===== src/rtl/cache_dir_pkg.sv =====
package cache_dir_pkg;

  // Replacement policy encodings
  typedef enum logic [1:0] {
    POL_FIFO = 2'd0,
    POL_LRU  = 2'd1,
    POL_LFU  = 2'd2,
    POL_RAND = 2'd3
  } repl_pol_e;

  // -1 selects a single set holding every line
  function automatic int ways_resolve(int ways_p, int lines);
    return (ways_p == -1) ? lines : ways_p;
  endfunction

  // Index width, never below one bit
  function automatic int idx_w(int n);
    return (n > 1) ? $clog2(n) : 1;
  endfunction

endpackage


===== src/rtl/cache_dir_sat_cnt.sv =====
module cache_dir_sat_cnt #(
  parameter int W = 16
) (
  input  logic         clk,
  input  logic         rst_n,
  input  logic         inc,
  output logic [W-1:0] cnt
);

  logic [W-1:0] cnt_q, cnt_d;

  always_comb begin
    cnt_d = cnt_q;
    if (inc && (cnt_q != '1)) cnt_d = cnt_q + 1'b1;
  end

  always_ff @(posedge clk or negedge rst_n) begin
    if (!rst_n) cnt_q <= '0;
    else        cnt_q <= cnt_d;
  end

  assign cnt = cnt_q;

endmodule


===== src/rtl/cache_dir_lfsr.sv =====
module cache_dir_lfsr #(
  parameter int OUT_W = 2
) (
  input  logic             clk,
  input  logic             rst_n,
  output logic [OUT_W-1:0] rnd
);

  logic [15:0] st_q, st_d;

  // Galois form, polynomial x^16+x^14+x^13+x^11+1, steps every cycle
  always_comb begin
    st_d = {1'b0, st_q[15:1]};
    if (st_q[0]) st_d = st_d ^ 16'hB400;
  end

  always_ff @(posedge clk or negedge rst_n) begin
    if (!rst_n) st_q <= 16'hACE1;
    else        st_q <= st_d;
  end

  assign rnd = st_q[OUT_W-1:0];

endmodule


===== src/rtl/cache_dir_pick.sv =====
module cache_dir_pick #(
  parameter int N  = 4,
  parameter int KW = 16,
  parameter int IW = 2
) (
  input  logic [N-1:0][KW-1:0] keys,
  output logic [IW-1:0]        idx
);

  // Smallest key wins; the strict compare keeps the lowest index on a tie
  always_comb begin
    logic [KW-1:0] best;
    best = keys[0];
    idx  = '0;
    for (int w = 1; w < N; w++) begin
      if (keys[w] < best) begin
        best = keys[w];
        idx  = IW'(w);
      end
    end
  end

endmodule


===== src/rtl/cache_dir.sv =====
module cache_dir
  import cache_dir_pkg::*;
#(
  parameter int        CACHE_W = 6,
  parameter int        BLK_W   = 3,
  parameter int        ADDR_W  = 10,
  parameter int        WAYS    = 4,
  parameter int        TS_W    = 16,
  parameter int        CNT_W   = 16,
  parameter repl_pol_e POLICY  = POL_RAND,
  localparam int       NLINES  = 1 << (CACHE_W - BLK_W),
  localparam int       NWAYS   = ways_resolve(WAYS, NLINES),
  localparam int       WAY_IW  = idx_w(NWAYS)
) (
  input  logic              clk,
  input  logic              rst_n,
  input  logic              req_valid,
  input  logic              req_write,
  input  logic [ADDR_W-1:0] req_addr,
  input  logic              flush,
  output logic              resp_valid,
  output logic              resp_hit,
  output logic [WAY_IW-1:0] resp_way,
  output logic              resp_evict,
  output logic [CNT_W-1:0]  hit_count,
  output logic [CNT_W-1:0]  miss_count,
  output logic [CNT_W-1:0]  evict_count,
  output logic [CNT_W-1:0]  flush_count
);

  localparam int NSETS   = NLINES / NWAYS;
  localparam int SET_W   = (NSETS > 1) ? $clog2(NSETS) : 0;
  localparam int SET_IW  = idx_w(NSETS);
  localparam int LINE_IW = idx_w(NLINES);
  localparam int TAG_W   = ADDR_W - BLK_W - SET_W;

  // Reset: asserted at once, released on a clock edge
  logic [1:0] rst_sync_q;
  logic       rst_ok;

  always_ff @(posedge clk or negedge rst_n) begin
    if (!rst_n) rst_sync_q <= 2'b00;
    else        rst_sync_q <= {rst_sync_q[0], 1'b1};
  end
  assign rst_ok = rst_sync_q[1];

  // Address fields
  logic [SET_IW-1:0] set_idx;
  logic [TAG_W-1:0]  req_tag;
  logic              offset_unused;

  generate
    if (SET_W > 0) begin : g_set
      assign set_idx = req_addr[BLK_W +: SET_W];
    end else begin : g_noset
      assign set_idx = '0;
    end
  endgenerate
  assign req_tag       = req_addr[ADDR_W-1 -: TAG_W];
  assign offset_unused = ^req_addr[BLK_W-1:0];

  // Directory state
  logic [NLINES-1:0] valid_q, valid_d;
  logic [TAG_W-1:0]  tag_q  [NLINES];
  logic [TAG_W-1:0]  tag_d  [NLINES];
  logic [TS_W-1:0]   ins_q  [NLINES];
  logic [TS_W-1:0]   ins_d  [NLINES];
  logic [TS_W-1:0]   last_q [NLINES];
  logic [TS_W-1:0]   last_d [NLINES];
  logic [TS_W-1:0]   use_q  [NLINES];
  logic [TS_W-1:0]   use_d  [NLINES];
  logic [TS_W-1:0]   stamp_q, stamp_d;

  // Per-way view of the selected set
  logic [NWAYS-1:0]           hit_vec, free_vec;
  logic [NWAYS-1:0][TS_W-1:0] way_key;

  always_comb begin
    hit_vec  = '0;
    free_vec = '0;
    way_key  = '0;
    for (int w = 0; w < NWAYS; w++) begin
      logic [LINE_IW-1:0] li;
      li          = LINE_IW'(int'(set_idx) * NWAYS + w);
      hit_vec[w]  = valid_q[li] && (tag_q[li] == req_tag);
      free_vec[w] = !valid_q[li];
      case (POLICY)
        POL_FIFO: way_key[w] = ins_q[li];
        POL_LFU:  way_key[w] = use_q[li];
        default:  way_key[w] = last_q[li];
      endcase
    end
  end

  logic [WAY_IW-1:0] hit_way, free_way, min_way, rnd_way, way_sel;
  logic              hit, any_free, evict, accept;
  logic [WAY_IW-1:0] rnd_raw;

  always_comb begin
    hit_way  = '0;
    free_way = '0;
    for (int w = NWAYS - 1; w >= 0; w--) begin
      if (hit_vec[w])  hit_way  = WAY_IW'(w);
      if (free_vec[w]) free_way = WAY_IW'(w);
    end
  end

  cache_dir_pick #(.N(NWAYS), .KW(TS_W), .IW(WAY_IW)) u_pick (
    .keys (way_key),
    .idx  (min_way)
  );

  cache_dir_lfsr #(.OUT_W(WAY_IW)) u_rnd (
    .clk   (clk),
    .rst_n (rst_ok),
    .rnd   (rnd_raw)
  );

  assign rnd_way  = (NWAYS == 1) ? '0 : rnd_raw;
  assign hit      = |hit_vec;
  assign any_free = |free_vec;
  assign evict    = !hit && !any_free;
  assign accept   = req_valid && !flush;
  assign way_sel  = hit      ? hit_way  :
                    any_free ? free_way :
                    (POLICY == POL_RAND) ? rnd_way : min_way;

  logic [LINE_IW-1:0] sel_li;
  assign sel_li = LINE_IW'(int'(set_idx) * NWAYS + int'(way_sel));

  // Next state
  always_comb begin
    valid_d = valid_q;
    tag_d   = tag_q;
    ins_d   = ins_q;
    last_d  = last_q;
    use_d   = use_q;
    stamp_d = stamp_q;
    if (flush) begin
      valid_d = '0;
    end else if (req_valid) begin
      if (stamp_q != '1) stamp_d = stamp_q + 1'b1;
      if (hit) begin
        last_d[sel_li] = stamp_q;
        if (!req_write && (use_q[sel_li] != '1)) use_d[sel_li] = use_q[sel_li] + 1'b1;
      end else begin
        valid_d[sel_li] = 1'b1;
        tag_d[sel_li]   = req_tag;
        use_d[sel_li]   = '0;
        ins_d[sel_li]   = stamp_q;
        last_d[sel_li]  = stamp_q;
      end
    end
  end

  // Registers
  always_ff @(posedge clk or negedge rst_ok) begin
    if (!rst_ok) begin
      valid_q    <= '0;
      stamp_q    <= '0;
      resp_valid <= 1'b0;
      resp_hit   <= 1'b0;
      resp_way   <= '0;
      resp_evict <= 1'b0;
    end else begin
      valid_q    <= valid_d;
      stamp_q    <= stamp_d;
      resp_valid <= accept;
      if (accept) begin
        resp_hit   <= hit;
        resp_way   <= way_sel;
        resp_evict <= evict;
      end
    end
  end

  // Metadata is only read for valid lines, so it carries no reset
  always_ff @(posedge clk) begin
    tag_q  <= tag_d;
    ins_q  <= ins_d;
    last_q <= last_d;
    use_q  <= use_d;
  end

  // Statistics
  logic [3:0]            cnt_inc;
  logic [3:0][CNT_W-1:0] cnt_bus;

  assign cnt_inc = {flush, accept && evict, accept && !hit, accept && hit};

  generate
    for (genvar k = 0; k < 4; k++) begin : g_cnt
      cache_dir_sat_cnt #(.W(CNT_W)) u_cnt (
        .clk   (clk),
        .rst_n (rst_ok),
        .inc   (cnt_inc[k]),
        .cnt   (cnt_bus[k])
      );
    end
  endgenerate

  assign hit_count   = cnt_bus[0];
  assign miss_count  = cnt_bus[1];
  assign evict_count = cnt_bus[2];
  assign flush_count = cnt_bus[3];

endmodule


===== config.mk =====
export PLATFORM = sky130hd
export DESIGN_NAME = cache_dir
export DESIGN_NICKNAME = d
export VERILOG_FILES = /design/src/rtl/cache_dir_pkg.sv /design/src/rtl/cache_dir_sat_cnt.sv /design/src/rtl/cache_dir_lfsr.sv /design/src/rtl/cache_dir_pick.sv /design/src/rtl/cache_dir.sv
export SDC_FILE = /design/constraint.sdc
export NUM_CORES = 1
export LEC_CHECK = 0
export BUFFER_PORTS_ARGS = -buffer_cell sky130_fd_sc_hd__buf_2
export CORE_ASPECT_RATIO = 1.75
export CORE_MARGIN = 1.5
export CORE_UTILIZATION = 62
export CTS_CLUSTER_SIZE = 24
export DETAILED_ROUTE_END_ITERATION = 10
export PLACE_DENSITY = 0.82
export SYNTH_ARGS = -nofsm -noshare
export SYNTH_HDL_FRONTEND = slang
export SYNTH_SLANG_ARGS = --single-unit

===== constraint.sdc =====
create_clock -name clk -period 6.7 [get_ports clk]
set_input_delay 0.335 -clock clk [delete_from_list [all_inputs] [get_ports clk]]
set_output_delay 0.335 -clock clk [all_outputs]
set_load 0.005 [all_outputs]

# Word-level counts from Yosys, hierarchy flattened
# Cells that the tools add are included.
# word_totals
regBits	143
output_inout_bits	69
elab_cells	123
# op_classes
add_sub_neg	8
magnitude_cmp	12
n_eq_ne	9
n_mux	39
bitwise	9
n_reduce_logical	27
# op_table
operator	n
6-bit binary-select mux with 3-bit select	4
16-bit by 1-bit adder with 16-bit output (second input constant)	4
16-bit != test (second input constant)	4
6-bit two-way mux	9
48-bit bitwise mux	1
6-bit == test	4
8-bit two-way mux	3
3-bit inverter with 4-bit output	6
4-bit >= comparator (second input constant)	5
3-bit by 4-bit less-than comparator with 1-bit output (second input constant)	5
2-bit two-way mux	10
6-bit demux with 3-bit select	1
16-bit two-way mux	1
1-bit logical AND	15
1-bit binary-select mux with 3-bit select	3
8-bit OR	1
4-bit OR reduction	2
1-bit logical NOT	7
3-bit by 2-bit adder with 3-bit output (second input constant)	2
1-bit two-way mux	6
4-bit by 1-bit less-than comparator with 1-bit output (second input constant)	1
3-bit by 1-bit adder with 3-bit output (second input constant)	1
3-bit by 2-bit adder with 3-bit output	1
1-bit demux with 3-bit select	1
6 further kinds	7

# Logic depth before layout (Yosys ltp)
# Gate-level depths: netlist (run 1).
# logic_depth
word_depth	21
depth_mapped	11

# Cells and area by module
# From an unflattened synthesis (run 1), not the netlist that was laid out.
# unflattened
cells_unflattened	513
area_unflattened_um2	6698.9
# by_module_without_submodules
module	instances	cells_each	area_per_inst_um2	seq_area_each_um2
cache_dir_sat_cnt	4	72	859.6	400.4
cache_dir	1	204	2808.9	1816.7
cache_dir_lfsr	1	21	451.7	410.4

# Worst setup path after synthesis (run 1)
# Ideal clock, no wire load.
# synth_path
path_type	in2reg
from	in req_addr[3]
to	reg tag_q[42] (netlist bit), enable pin
setup_time_ps	350
arrival_time_ps	2134
required_ps	6350
setup_slack_ps	4216
stages	9
path_cell_list	buf_6 buf_6 mux2i_1 xnor2_1 o41a_4 nand4_2 buf_6 or3_1 nor2_1
# synth_via
elab_chain_cells	10
word_cells_on_any_way	38
cone_classes	add/sub (3); eq/ne (4); mux (20); bitwise (5); reduce/logical (6)
# synth_lines
item	line_no	text
start, declared	cache_dir.sv:19	input logic [ADDR_W-1:0] req_addr,
3-bit by 1-bit adder with 3-bit output or 3-bit by 2-bit adder with 3-bit output (tied branches)	cache_dir.sv:84	li = LINE_IW'(int'(set_idx) * NWAYS + w);
3-bit inverter with 4-bit output	-	
6-bit binary-select mux with 3-bit select	cache_dir.sv:85	hit_vec[w] = valid_q[li] && (tag_q[li] == req_tag);
6-bit two-way mux (implied by the code) (2 in a row)	cache_dir.sv:85	
6-bit == test	cache_dir.sv:85	
1-bit logical AND	cache_dir.sv:85	
4-bit OR reduction *	cache_dir.sv:120	assign hit = |hit_vec;
1-bit inverter (no source line) *	-	
3-bit AND reduction (no source line) *	-	
end signal, assigned	cache_dir.sv:179	tag_q <= tag_d;
end, declared	cache_dir.sv:64	logic [TAG_W-1:0] tag_q [NLINES];
# Every way passes the cells marked *; elsewhere a longest branch is shown, timed or not. The select of a mux whose other input is x is not followed.
# A chain may end at the register's enable or synchronous reset.

# Worst setup path in the final report (run 1)
# layout_path
from	in req_addr[3]
to	reg tag_q[44] (netlist bit), enable pin
# Same word-level chain as after synthesis.

==> run_results.csv, run 1 <==
group,metric,value,unit
power,swShare,24.8,%
grt,track_usage,27.4,%
grt,overflow,0,
layout,fin_area,7280,sq um
placed_design,place.detailed.hpwl,8440,um
grt,grt_max_degree,77,
sta,finalWorstSetupSlack,3.09,ns
sta,skew,0.00936,ns
power,power,2.11,mW
critical_path,arrival,3.66,ns
run_status,outcome,"finished clean",
yosys,synth_area_leader_cell,"dfrtp_1",
power,combinationalPowerShare,9.0,%
placed_design,place.gp.congestion,0.978,
critical_path,rr_worst_depth,7,
layout,fillers,665,
die,die_h,136,um
sta,tightest_slew,1.12,ns
critical_path,cp_slowest_stage_delay,0.73,ns
yosys,ys_types,53,
die,initial_core_util,63.5,%
clocking,cts_max_path_buffers,2,
sta,hold_viol,0,
yosys,ys_seq_area_share,61.2,%
critical_path,r2r_start,"valid_q[1]",
route,drt_iter0_drc,276,
route,finalWirelength,13500,um
grt,grt_antenna_before_repair,0,
clocking,ctsResizeCount,0,
power,switching_power,525,uW
critical_path,cp_slowest_cell,"nand4_2",
worst_hold_path,hold_path_class,"reg2async",
yosys,netlist_area,6250,sq um
route,vias_per_cell,5.97,
critical_path,cp.required,6.75,ns
clocking,clk_pin_slew,0.06,ns
sta,fin_tns_setup,0,ns
power,irDropWorstVdd,0.000237,V
power,powerDensity,291,nW/um^2
clocking,cts.sinks,143,
sta,period_share,53.9,%
die,pin_count,84,
yosys,syn_nets,507,
critical_path,r2r-end,"tag_q[44]",
critical_path,startpoint,"req_addr[3]",
clocking,cts_tree,"done",
sta,rsz0062_at_grt,"false",
power,p_seq_share,48.1,%
layout,finalNetCount,590,
layout,drive_gt1_share,22.3,%
grt,grt_pass1_wl,22200,um
critical_path,path_delay_family,"simple AND/OR/NAND/NOR gates",
power,power_frac_clock,42.9,%
clocking,post_cts_buffers,0,
layout,diodes,0,
power,internal-power,1.59,mW
critical_path,worstSetupEndpointType,"flip-flop",
yosys,yosys-top-cells-area,"dfrtp_1 35%, edfxtp_1 23%, xnor2_1 7.0%",
route,ant_nets,0,
layout,seq_area,3830,sq um
yosys,synth_top_area_share,34.8,%
sta,relSlewSlack,25.1,%
layout,area_growth,16.3,%
clocking,clock_latency,0.42,ns
critical_path,cp-start-kind,"input port",
placed_design,io_buffers,79,
sta,slew_violations,0,
grt,grt_pass1_vias,4486,
die,core,9850,sq um
clocking,cts_buffers,17,
critical_path,ff2ff_setup_slack,3.28,ns
power,cellLeakagePower,3.29,nW
critical_path,path_buf_inv,1,
critical_path,path_max_fanout,33,
die,fp.dieW,78.9,um
die,rows,48,
yosys,synth-seq-cells,143,
critical_path,path_class,"in2reg",
clocking,cts-htree-levels,4,
yosys,yosysWarnings,0,
sta,timing.final.crit_period,3.61,ns
yosys,synth_enable_flop_cells,48,
route,vias,4236,
route,drtPass1Iterations,6,
yosys,yosys_most_used_dff,"dfrtp_1",
route,drc_errors,0,
yosys,postSynthAreaPerCell,12.8,sq um
critical_path,crit_chain,"buf_2, mux2i_1, xnor2_1, nor3_1, nand4_1, nand4_2, or3_1, nor2_1",
layout,multiInputGateArea,2270,sq um
job,cap_viol_max_count,0,
clocking,clockRootBuffer,"clkbuf_16",
yosys,synth.most_common_cell,"dfrtp_1",
sta,fmax,277,MHz
yosys,synthCells,488,
yosys,yosys-top-cells-count,"87 x dfrtp_1, 50 x xnor2_1, 48 x edfxtp_1",
route,wl_per_cell,19.0,um
placed_design,dpl_cell_area,6700,sq um
sta,finalSetupViolCount,0,
placed_design,preCtsSetupSlack,2.69,ns
clocking,cts-hold-fix-buffers,1,
die,die_area,10700,sq um
yosys,synth-async-reset-ratio,66.4,%
[per-layer routing]
metal  part of all wire [%]  up-vias  GRT usage (%)  wire length [um]
met2                     55      173           48.5              7400
met1                     38     2104           31.8              5070
li1                       -     1924              -                 -
met5                      0        -              0                 0
met4                    2.6        0           11.8               355
met3                    4.8       35           5.84               640
[state kept, by name (all words and copies together) (netlist names)]
signal / count
valid_q: 8
g_cnt.u_cnt.cnt: 64
resp_evict: 1
tag_q: 48
resp_valid: 1
rst_sync_q: 2
resp_way: 2
u_rnd.st_q: 16
resp_hit: 1
[final cells by class]
type	count	area share, %
clock buffers	18	5.90
multi-input cells	319	31.2
well taps	125	2.15
flip-flops and latches	143	52.7
inverters	9	0.464
clock inverters	14	1.94
repair buffers	81	5.67
[power groups by stage]
stage | clock (mW) | sequential (mW) | combinational (mW)
after floorplan | 0 | 1.03 | 0.0999
after global placement | 0 | 1.02 | 0.178
after detailed placement | 0 | 1.03 | 0.188
after CTS | 0.917 | 1.02 | 0.193
after global routing | 0.956 | 1.02 | 0.208
final | 0.907 | 1.02 | 0.191
[metrics by stage]
stage          utilization [%]  hold WS (ns)  cells
2_1_floorplan                -        0.0394    488
3_3_place_gp              68.0         0.120    676
3_5_place_dp              68.0         0.121    676
4_1_cts                   73.9         0.199    709
5_1_grt                   73.9         0.214    709
6_report                  73.9         0.188    709
[cells by family (layout without fill, tap and decap cells)]
logic type                 Yosys count  in the layout  share of synthesized area, %
adders and majority gates            4              4                         0.800
and+or+nand+nor                    170            170                          14.9
DFF                                143            143                          61.2
muxes                               25             25                          4.16
buffers and inverters               26            122                          2.48
xor gates and xnor gates            90             90                          12.6
other                                1              1                        0.0600
AOI/OAI and AO/OA                   29             29                          3.74
[cells in the final DEF, fill, tap and decap left out, drive strengths merged, types with 3 or more instances in the layout]
| cell | netlist | final |
|---|---|---|
| a21o | 4 | 4 |
| a32oi | 5 | 5 |
| and2 | 6 | 6 |
| and3 | 17 | 17 |
| and4 | 4 | 4 |
| buf | 10 | 80 |
| clkbuf | 7 | 18 |
| clkinv | 0 | 8 |
| dfrtp | 87 | 87 |
| dfstp | 8 | 8 |
| edfxtp | 48 | 48 |
| ha | 4 | 4 |
| inv | 9 | 11 |
| mux2 | 5 | 5 |
| mux2i | 20 | 20 |
| nand2 | 24 | 24 |
| nand3 | 38 | 38 |
| nand4 | 20 | 20 |
| nor2 | 18 | 18 |
| nor2b | 3 | 3 |
| nor3 | 22 | 22 |
| nor4 | 4 | 4 |
| o21ai | 4 | 4 |
| o22ai | 3 | 3 |
| or3 | 6 | 6 |
| or4 | 3 | 3 |
| xnor2 | 50 | 50 |
| xor2 | 40 | 40 |
[worst max path at each step]
stage / end / slack [ns] / cells past startpoint
global route: tag_q[14] / 2.79 / 7
floorplan: g_cnt[0].u_cnt.cnt[0] / 3.87 / 0
detailed placement: tag_q[47] / 2.69 / 8
finish: tag_q[44] / 3.09 / 8
global placement: tag_q[15] / 2.80 / 7
CTS: tag_q[44] / 3.10 / 8
Note: power is estimated with default switching activity, not from simulation.
==> inputs of run 2 (changes only) <==
--- a/config.mk
+++ b/config.mk
@@ -5,13 +5,14 @@
 export SDC_FILE = /design/constraint.sdc
 export NUM_CORES = 1
 export LEC_CHECK = 0
+export ABC_AREA = 1
 export BUFFER_PORTS_ARGS = -buffer_cell sky130_fd_sc_hd__buf_2
 export CORE_ASPECT_RATIO = 1.75
 export CORE_MARGIN = 1.5
-export CORE_UTILIZATION = 62
+export CORE_UTILIZATION = 53
 export CTS_CLUSTER_SIZE = 24
 export DETAILED_ROUTE_END_ITERATION = 10
-export PLACE_DENSITY = 0.82
+export PLACE_DENSITY = 0.73
 export SYNTH_ARGS = -nofsm -noshare
 export SYNTH_HDL_FRONTEND = slang
 export SYNTH_SLANG_ARGS = --single-unit
==> constraint.sdc (replaced) <==
create_clock -name clk -period 3.1 [get_ports clk]
set_input_delay 0.155 -clock clk [delete_from_list [all_inputs] [get_ports clk]]
set_output_delay 0.155 -clock clk [all_outputs]
set_load 0.005 [all_outputs]
==> run 2 against run 1 <==
  * Synthesized area grew 15%
  * Largest power group unchanged
  * Count of clock-buffer cells in the layout shrank 1
  * First-iteration DRC count is 1.1% lower
  * Sequential share of layout area is 6.7 points lower
  * Routed wire length rose by 18%
==> run_results.csv, run 2 <==
group,metric,value,unit
run_status,outcome,"finished clean",
job,cap_viol_max_count,0,
sta,slew_violations,0,
critical_path,worstSetupEndpointType,"flip-flop",
critical_path,path_delay_family,"simple AND/OR/NAND/NOR gates",
critical_path,path_buf_inv,2,
layout,finalNetCount,946,
grt,overflow,0,
power,irDropWorstVdd,0.000412,V
sta,rsz0062_at_grt,"false",
critical_path,crit_chain,"o21ai_1, a21oi_1, nand3_1, inv_1, nand2_1, nand2_1, nor2_4, nand2_1, nor2_2, nand2_1, inv_1",
route,drtPass1Iterations,5,
yosys,synthCells,836,
critical_path,cpMostUsedCell,"nand2_1",
yosys,synth_top_area_share,30.4,%
sta,fin_tns_setup,0,ns
clocking,cts_tree,"done",
clocking,clk_pin_slew,0.06,ns
yosys,netlist_area,7170,sq um
sta,tightest_slew,0.735,ns
clocking,cts_max_path_buffers,2,
die,rows,56,
critical_path,cp_slowest_cell,"dfrtp_1",
yosys,ys_types,34,
yosys,synth-async-reset-ratio,66.4,%
layout,drive_gt1_share,15.0,%
sta,hold_viol,0,
grt,grt_pass1_vias,5683,
die,pin_count,84,
sta,holdWs,0.0446,ns
die,die_area,14300,sq um
grt,grt_max_degree,57,
yosys,yosys_most_used_dff,"dfrtp_1",
clocking,clockRootBuffer,"clkbuf_16",
worst_hold_path,hold_path_class,"in2async",
clocking,cts-htree-levels,4,
route,vias,5749,
layout,area_growth,16.4,%
layout,fillers,1170,
sta,relSlewSlack,51.0,%
sta,finalSetupViolCount,0,
clocking,post_cts_buffers,0,
clocking,clock_latency,0.42,ns
critical_path,cp-start-kind,"flip-flop",
yosys,syn_nets,855,
grt,grt_pass1_wl,26900,um
yosys,yosysWarnings,0,
die,core,13300,sq um
sta,fmax,433,MHz
route,wl_per_cell,14.2,um
die,initial_core_util,53.8,%
placed_design,place.gp.congestion,0.936,
layout,multiInputGateArea,2900,sq um
critical_path,arrival,2.41,ns
placed_design,place.detailed.hpwl,11200,um
die,fp.dieW,90.9,um
yosys,synth_area_leader_cell,"dfrtp_1",
layout,largest_register_ffs,64,
clocking,cts_buffers,17,
clocking,cts.sinks,143,
route,drc_errors,0,
die,die_h,157,um
power,cellLeakagePower,4.18,nW
yosys,yosys-top-cells-count,"306 x nand2_1, 90 x nand3_1, 87 x dfrtp_1",
yosys,yosys-top-cells-area,"dfrtp_1 30%, edfxtp_1 20%, nand2_1 16%",
grt,grt_antenna_before_repair,0,
layout,diodes,0,
power,powerDensity,564,nW/um^2
critical_path,cp_slowest_stage_delay,0.38,ns
sta,timing.final.crit_period,2.31,ns
layout,final_common_cell,"nand2_1",
route,finalWirelength,15900,um
sta,period_share,74.6,%
yosys,synth.most_common_cell,"nand2_1",
sta,skew,0.0101,ns
critical_path,path_class,"reg2reg",
critical_path,path_max_fanout,6,
layout,seq_area,3830,sq um
route,ant_nets,0,
placed_design,io_buffers,79,
grt,track_usage,24.1,%
yosys,synth-seq-cells,143,
yosys,ys_seq_area_share,53.4,%
route,vias_per_cell,5.16,
yosys,synth_enable_flop_cells,48,
yosys,postSynthAreaPerCell,8.57,sq um
critical_path,cp.required,3.20,ns
route,drt_iter0_drc,273,
layout,layout_common_cells,"306 x nand2_1, 90 x nand3_1, 86 x dfrtp_1",
==> run 2: worst reg2reg max path: cells and delay by family (launching register included) <==
family	cells	cell delay, ns
and+or+nand+nor	7	0.98
AOI/OAI and AO/OA	2	0.36
DFF	1	0.38
buffers and inverters	2	0.29
==> run 2: cell families after synthesis <==
group	after synthesis	synth area share, %
simple gates	511	31.0
flops	143	53.4
buf+inv	97	6.08
xor+xnor	59	7.21
compound gates	21	1.55
fa+ha+maj	4	0.698
other cells	1	0.0523
==> run 2: per-layer routing <==
layer	share of wire (%)	global-route usage [%]	wire length [um]
met1	40	27.0	6340
met3	3.9	4.86	622
met2	54	44.3	8550
met4	2.2	9.90	355
met5	0	0	0
==> run 2: area by class of cell <==
cell class              count  area share [%]
flip-flops and latches    143            45.9
multi-input cells         596            34.8
repair buffers             91            5.85
clock buffers              17            5.10
inverters                  78            3.54
well taps                 174            2.61
clock inverters            15            2.17
==> run 2: stage by stage <==
step           setup WS [ns]  std cells  total power [mW]  cell area [sq um]  util, %
2_1_floorplan          0.272        836              2.47               7170        -
3_3_place_gp           0.578       1081              2.64               7730     58.0
3_5_place_dp           0.563       1081              2.65               7730     58.0
4_1_cts                0.775       1114              4.75               8340     62.7
5_1_grt                0.477       1114              4.91               8340     62.7
6_report               0.789       1114              4.70               8340     62.7
==> run 2: final timing paths <==
path | cells past startpoint | endpoint | from | slack (ns)
max in group asynchronous | 1 | u_rnd.st_q[10] | rst_sync_q[1] | 1.92
setup / recovery | 11 | tag_q[6] | valid_q[1] | 0.79
hold reg to reg | 0 | u_rnd.st_q[1] | u_rnd.st_q[2] | 0.35
hold / removal | 2 | rst_sync_q[1] | rst_n | 0.04
setup reg to reg | 11 | tag_q[6] | valid_q[1] | 0.79
min in group clk | 1 | tag_q[2] | req_addr[6] | 0.11
==> run 2: power by group <==
group          internal, mW  switching (mW)
Clock                  1.22           0.864
Sequential             2.05           0.132
Combinational         0.180           0.250
==> run 2: what timing repair did <==
action                    CTS  global route
hold buffers                1             0
hold endpoints to repair    2             0
gates resized for setup     0             0
==> inputs of run 3 (changes only) <==
--- a/config.mk
+++ b/config.mk
@@ -5,14 +5,14 @@
 export SDC_FILE = /design/constraint.sdc
 export NUM_CORES = 1
 export LEC_CHECK = 0
-export ABC_AREA = 1
+export ABC_AREA = 0
 export BUFFER_PORTS_ARGS = -buffer_cell sky130_fd_sc_hd__buf_2
 export CORE_ASPECT_RATIO = 1.75
 export CORE_MARGIN = 1.5
-export CORE_UTILIZATION = 53
+export CORE_UTILIZATION = 57
 export CTS_CLUSTER_SIZE = 24
 export DETAILED_ROUTE_END_ITERATION = 10
-export PLACE_DENSITY = 0.73
+export PLACE_DENSITY = 0.76
 export SYNTH_ARGS = -nofsm -noshare
 export SYNTH_HDL_FRONTEND = slang
 export SYNTH_SLANG_ARGS = --single-unit
==> constraint.sdc (replaced) <==
create_clock -name clk -period 2.4 [get_ports clk]
set_input_delay 0.12 -clock clk [delete_from_list [all_inputs] [get_ports clk]]
set_output_delay 0.12 -clock clk [all_outputs]
set_load 0.005 [all_outputs]
==> run 3 against run 2 <==
  * Combinational power rose by 30%
  * Count of clock-buffer cells in the layout rose by 3
  * Critical endpoint is now tag_q[32]
  * Worst setup slack got worse by 0.75 ns
  * First-iteration DRC count rose by 30%
  * Critical path depth fell by 2
  * Non-clock buffer count rose by 43
==> run_results.csv, run 3 (synthesis results as in run 1) <==
group,metric,value,unit
sta,tightest_slew,0.518,ns
sta,timing.final.crit_period,2.36,ns
sta,holdWs,0.0271,ns
placed_design,dpl_cell_area,7110,sq um
layout,largest_register_ffs,64,
layout,fillers,704,
grt,track_usage,26.9,%
critical_path,cp-start-kind,"flip-flop",
critical_path,startpoint,"tag_q[4]",
route,vias_per_cell,5.72,
layout,final_util,72.8,%
layout,final_cells,767,
clocking,clock_latency,0.42,ns
layout,diodes,0,
placed_design,place.gp.congestion,0.922,
grt,grt_pass1_wl,23400,um
sta,slew_violations,0,
worst_hold_path,hold_path_class,"in2async",
sta,rsz0062_at_grt,"true",
job,cap_viol_max_count,0,
clocking,cts.sinks,143,
route,vias,4391,
layout,drive_gt1_share,29.8,%
route,wl_per_cell,18.3,um
route,drt_iter0_drc,356,
clocking,clk_pin_slew,0.06,ns
layout,fin_area,7790,sq um
critical_path,worstSetupEndpointType,"flip-flop",
grt,grt_pass1_vias,4650,
die,pin_count,84,
grt,grt_max_degree,67,
clocking,cts_buffers,17,
placed_design,preCtsSetupSlack,-0.150,ns
route,finalWirelength,14000,um
die,rows,50,
power,irDropWorstVdd,0.000745,V
die,fp.dieW,82.2,um
layout,area_growth,24.5,%
run_status,outcome,"finished clean",
power,cellLeakagePower,3.60,nW
sta,hold_viol,0,
clocking,cts_max_path_buffers,2,
power,power,6.06,mW
sta,fin_tns_setup,0,ns
critical_path,arrival,2.49,ns
route,ant_nets,0,
layout,final_common_cell,"dfrtp_1",
die,core,10700,sq um
critical_path,path_max_fanout,6,
clocking,clockRootBuffer,"clkbuf_16",
sta,fmax,423,MHz
sta,finalWorstSetupSlack,0.0365,ns
die,initial_core_util,58.5,%
die,die_area,11600,sq um
placed_design,place.detailed.hpwl,9860,um
sta,skew,0.0154,ns
layout,finalNetCount,643,
sta,finalSetupViolCount,0,
critical_path,r2r_start,"tag_q[4]",
placed_design,io_buffers,79,
route,drtPass1Iterations,4,
clocking,cts_tree,"done",
critical_path,cp.required,2.52,ns
layout,layout_common_cells,"86 x dfrtp_1, 79 x buf_2, 50 x xnor2_1",
clocking,cts-htree-levels,4,
grt,overflow,0,
sta,relSlewSlack,65.2,%
power,powerDensity,778,nW/um^2
route,drc_errors,0,
grt,grt_antenna_before_repair,0,
sta,period_share,98.5,%
placed_design,dp.cells,732,
critical_path,path_class,"reg2reg",
die,die_h,142,um
==> run 3: cell types whose count changed in the layout (fill, tap and decap cells not counted), moves of 20 or more <==
cell,before,now
nand2_1,306,24
inv_1,75,9
nand3_1,90,36
nor2_1,53,13
buf_4,11,49
xnor2_1,19,50
mux2i_1,0,20
==> run 3: cell type report <==
| cell class | instances | area, sq um | share of cell area (%) |
|---|---|---|---|
| clock buffers | 20 | 479 | 6.15 |
| well taps | 130 | 163 | 2.09 |
| repair buffers | 134 | 850 | 10.9 |
| clock inverters | 12 | 129 | 1.65 |
| inverters | 9 | 33.8 | 0.434 |
| flip-flops and latches | 143 | 3830 | 49.2 |
| multi-input cells | 319 | 2300 | 29.6 |
==> run 3: path summary, 6_finish.rpt <==
check | endpoint | slack (ns) | cells after the start
worst max-delay path | tag_q[32] | 0.04 | 9
worst min-delay path | rst_sync_q[1] | 0.03 | 2
worst max register to register | tag_q[32] | 0.04 | 9
worst min register to register | g_cnt[2].u_cnt.cnt[2] | 0.25 | 0
max in group asynchronous | u_rnd.st_q[15] | 1.46 | 1
min in group clk | tag_q[4] | 0.06 | 1
==> run 3: where the power goes <==
part / switching [mW] / total (mW) / internal [mW]
logic: 0.275 / 0.557 / 0.283
clock network: 1.02 / 2.68 / 1.66
registers: 0.162 / 2.83 / 2.66
==> run 3: metal layers <==
| layer | GRT usage, % | part of all wire (%) | vias to the layer above |
|---|---|---|---|
| met5 | 0 | 0 | - |
| met4 | 11.5 | 3.0 | 0 |
| met3 | 6.17 | 3.7 | 33 |
| met2 | 45.9 | 55 | 112 |
| met1 | 31.8 | 39 | 2218 |
| li1 | - | - | 2028 |
==> run 3: repair_timing <==
action,4_1_cts,5_1_grt
gates cloned,0,0
buffers inserted,0,1
setup endpoints to repair,7,41
hold endpoints to repair,3,0
hold buffers,2,0
pin swaps,0,2
gates resized for setup,2,9
==> run 3: critical path, stage by stage (launching register included) <==
cell and delay (ns):
edfxtp_1 0.39, xnor2_1 0.14, a32oi_1 0.26, nor3_1 0.10, nand4_1 0.24, nand4_2 0.16
or3_1 0.38, buf_4 0.17, nor2_1 0.08, buf_4 0.17
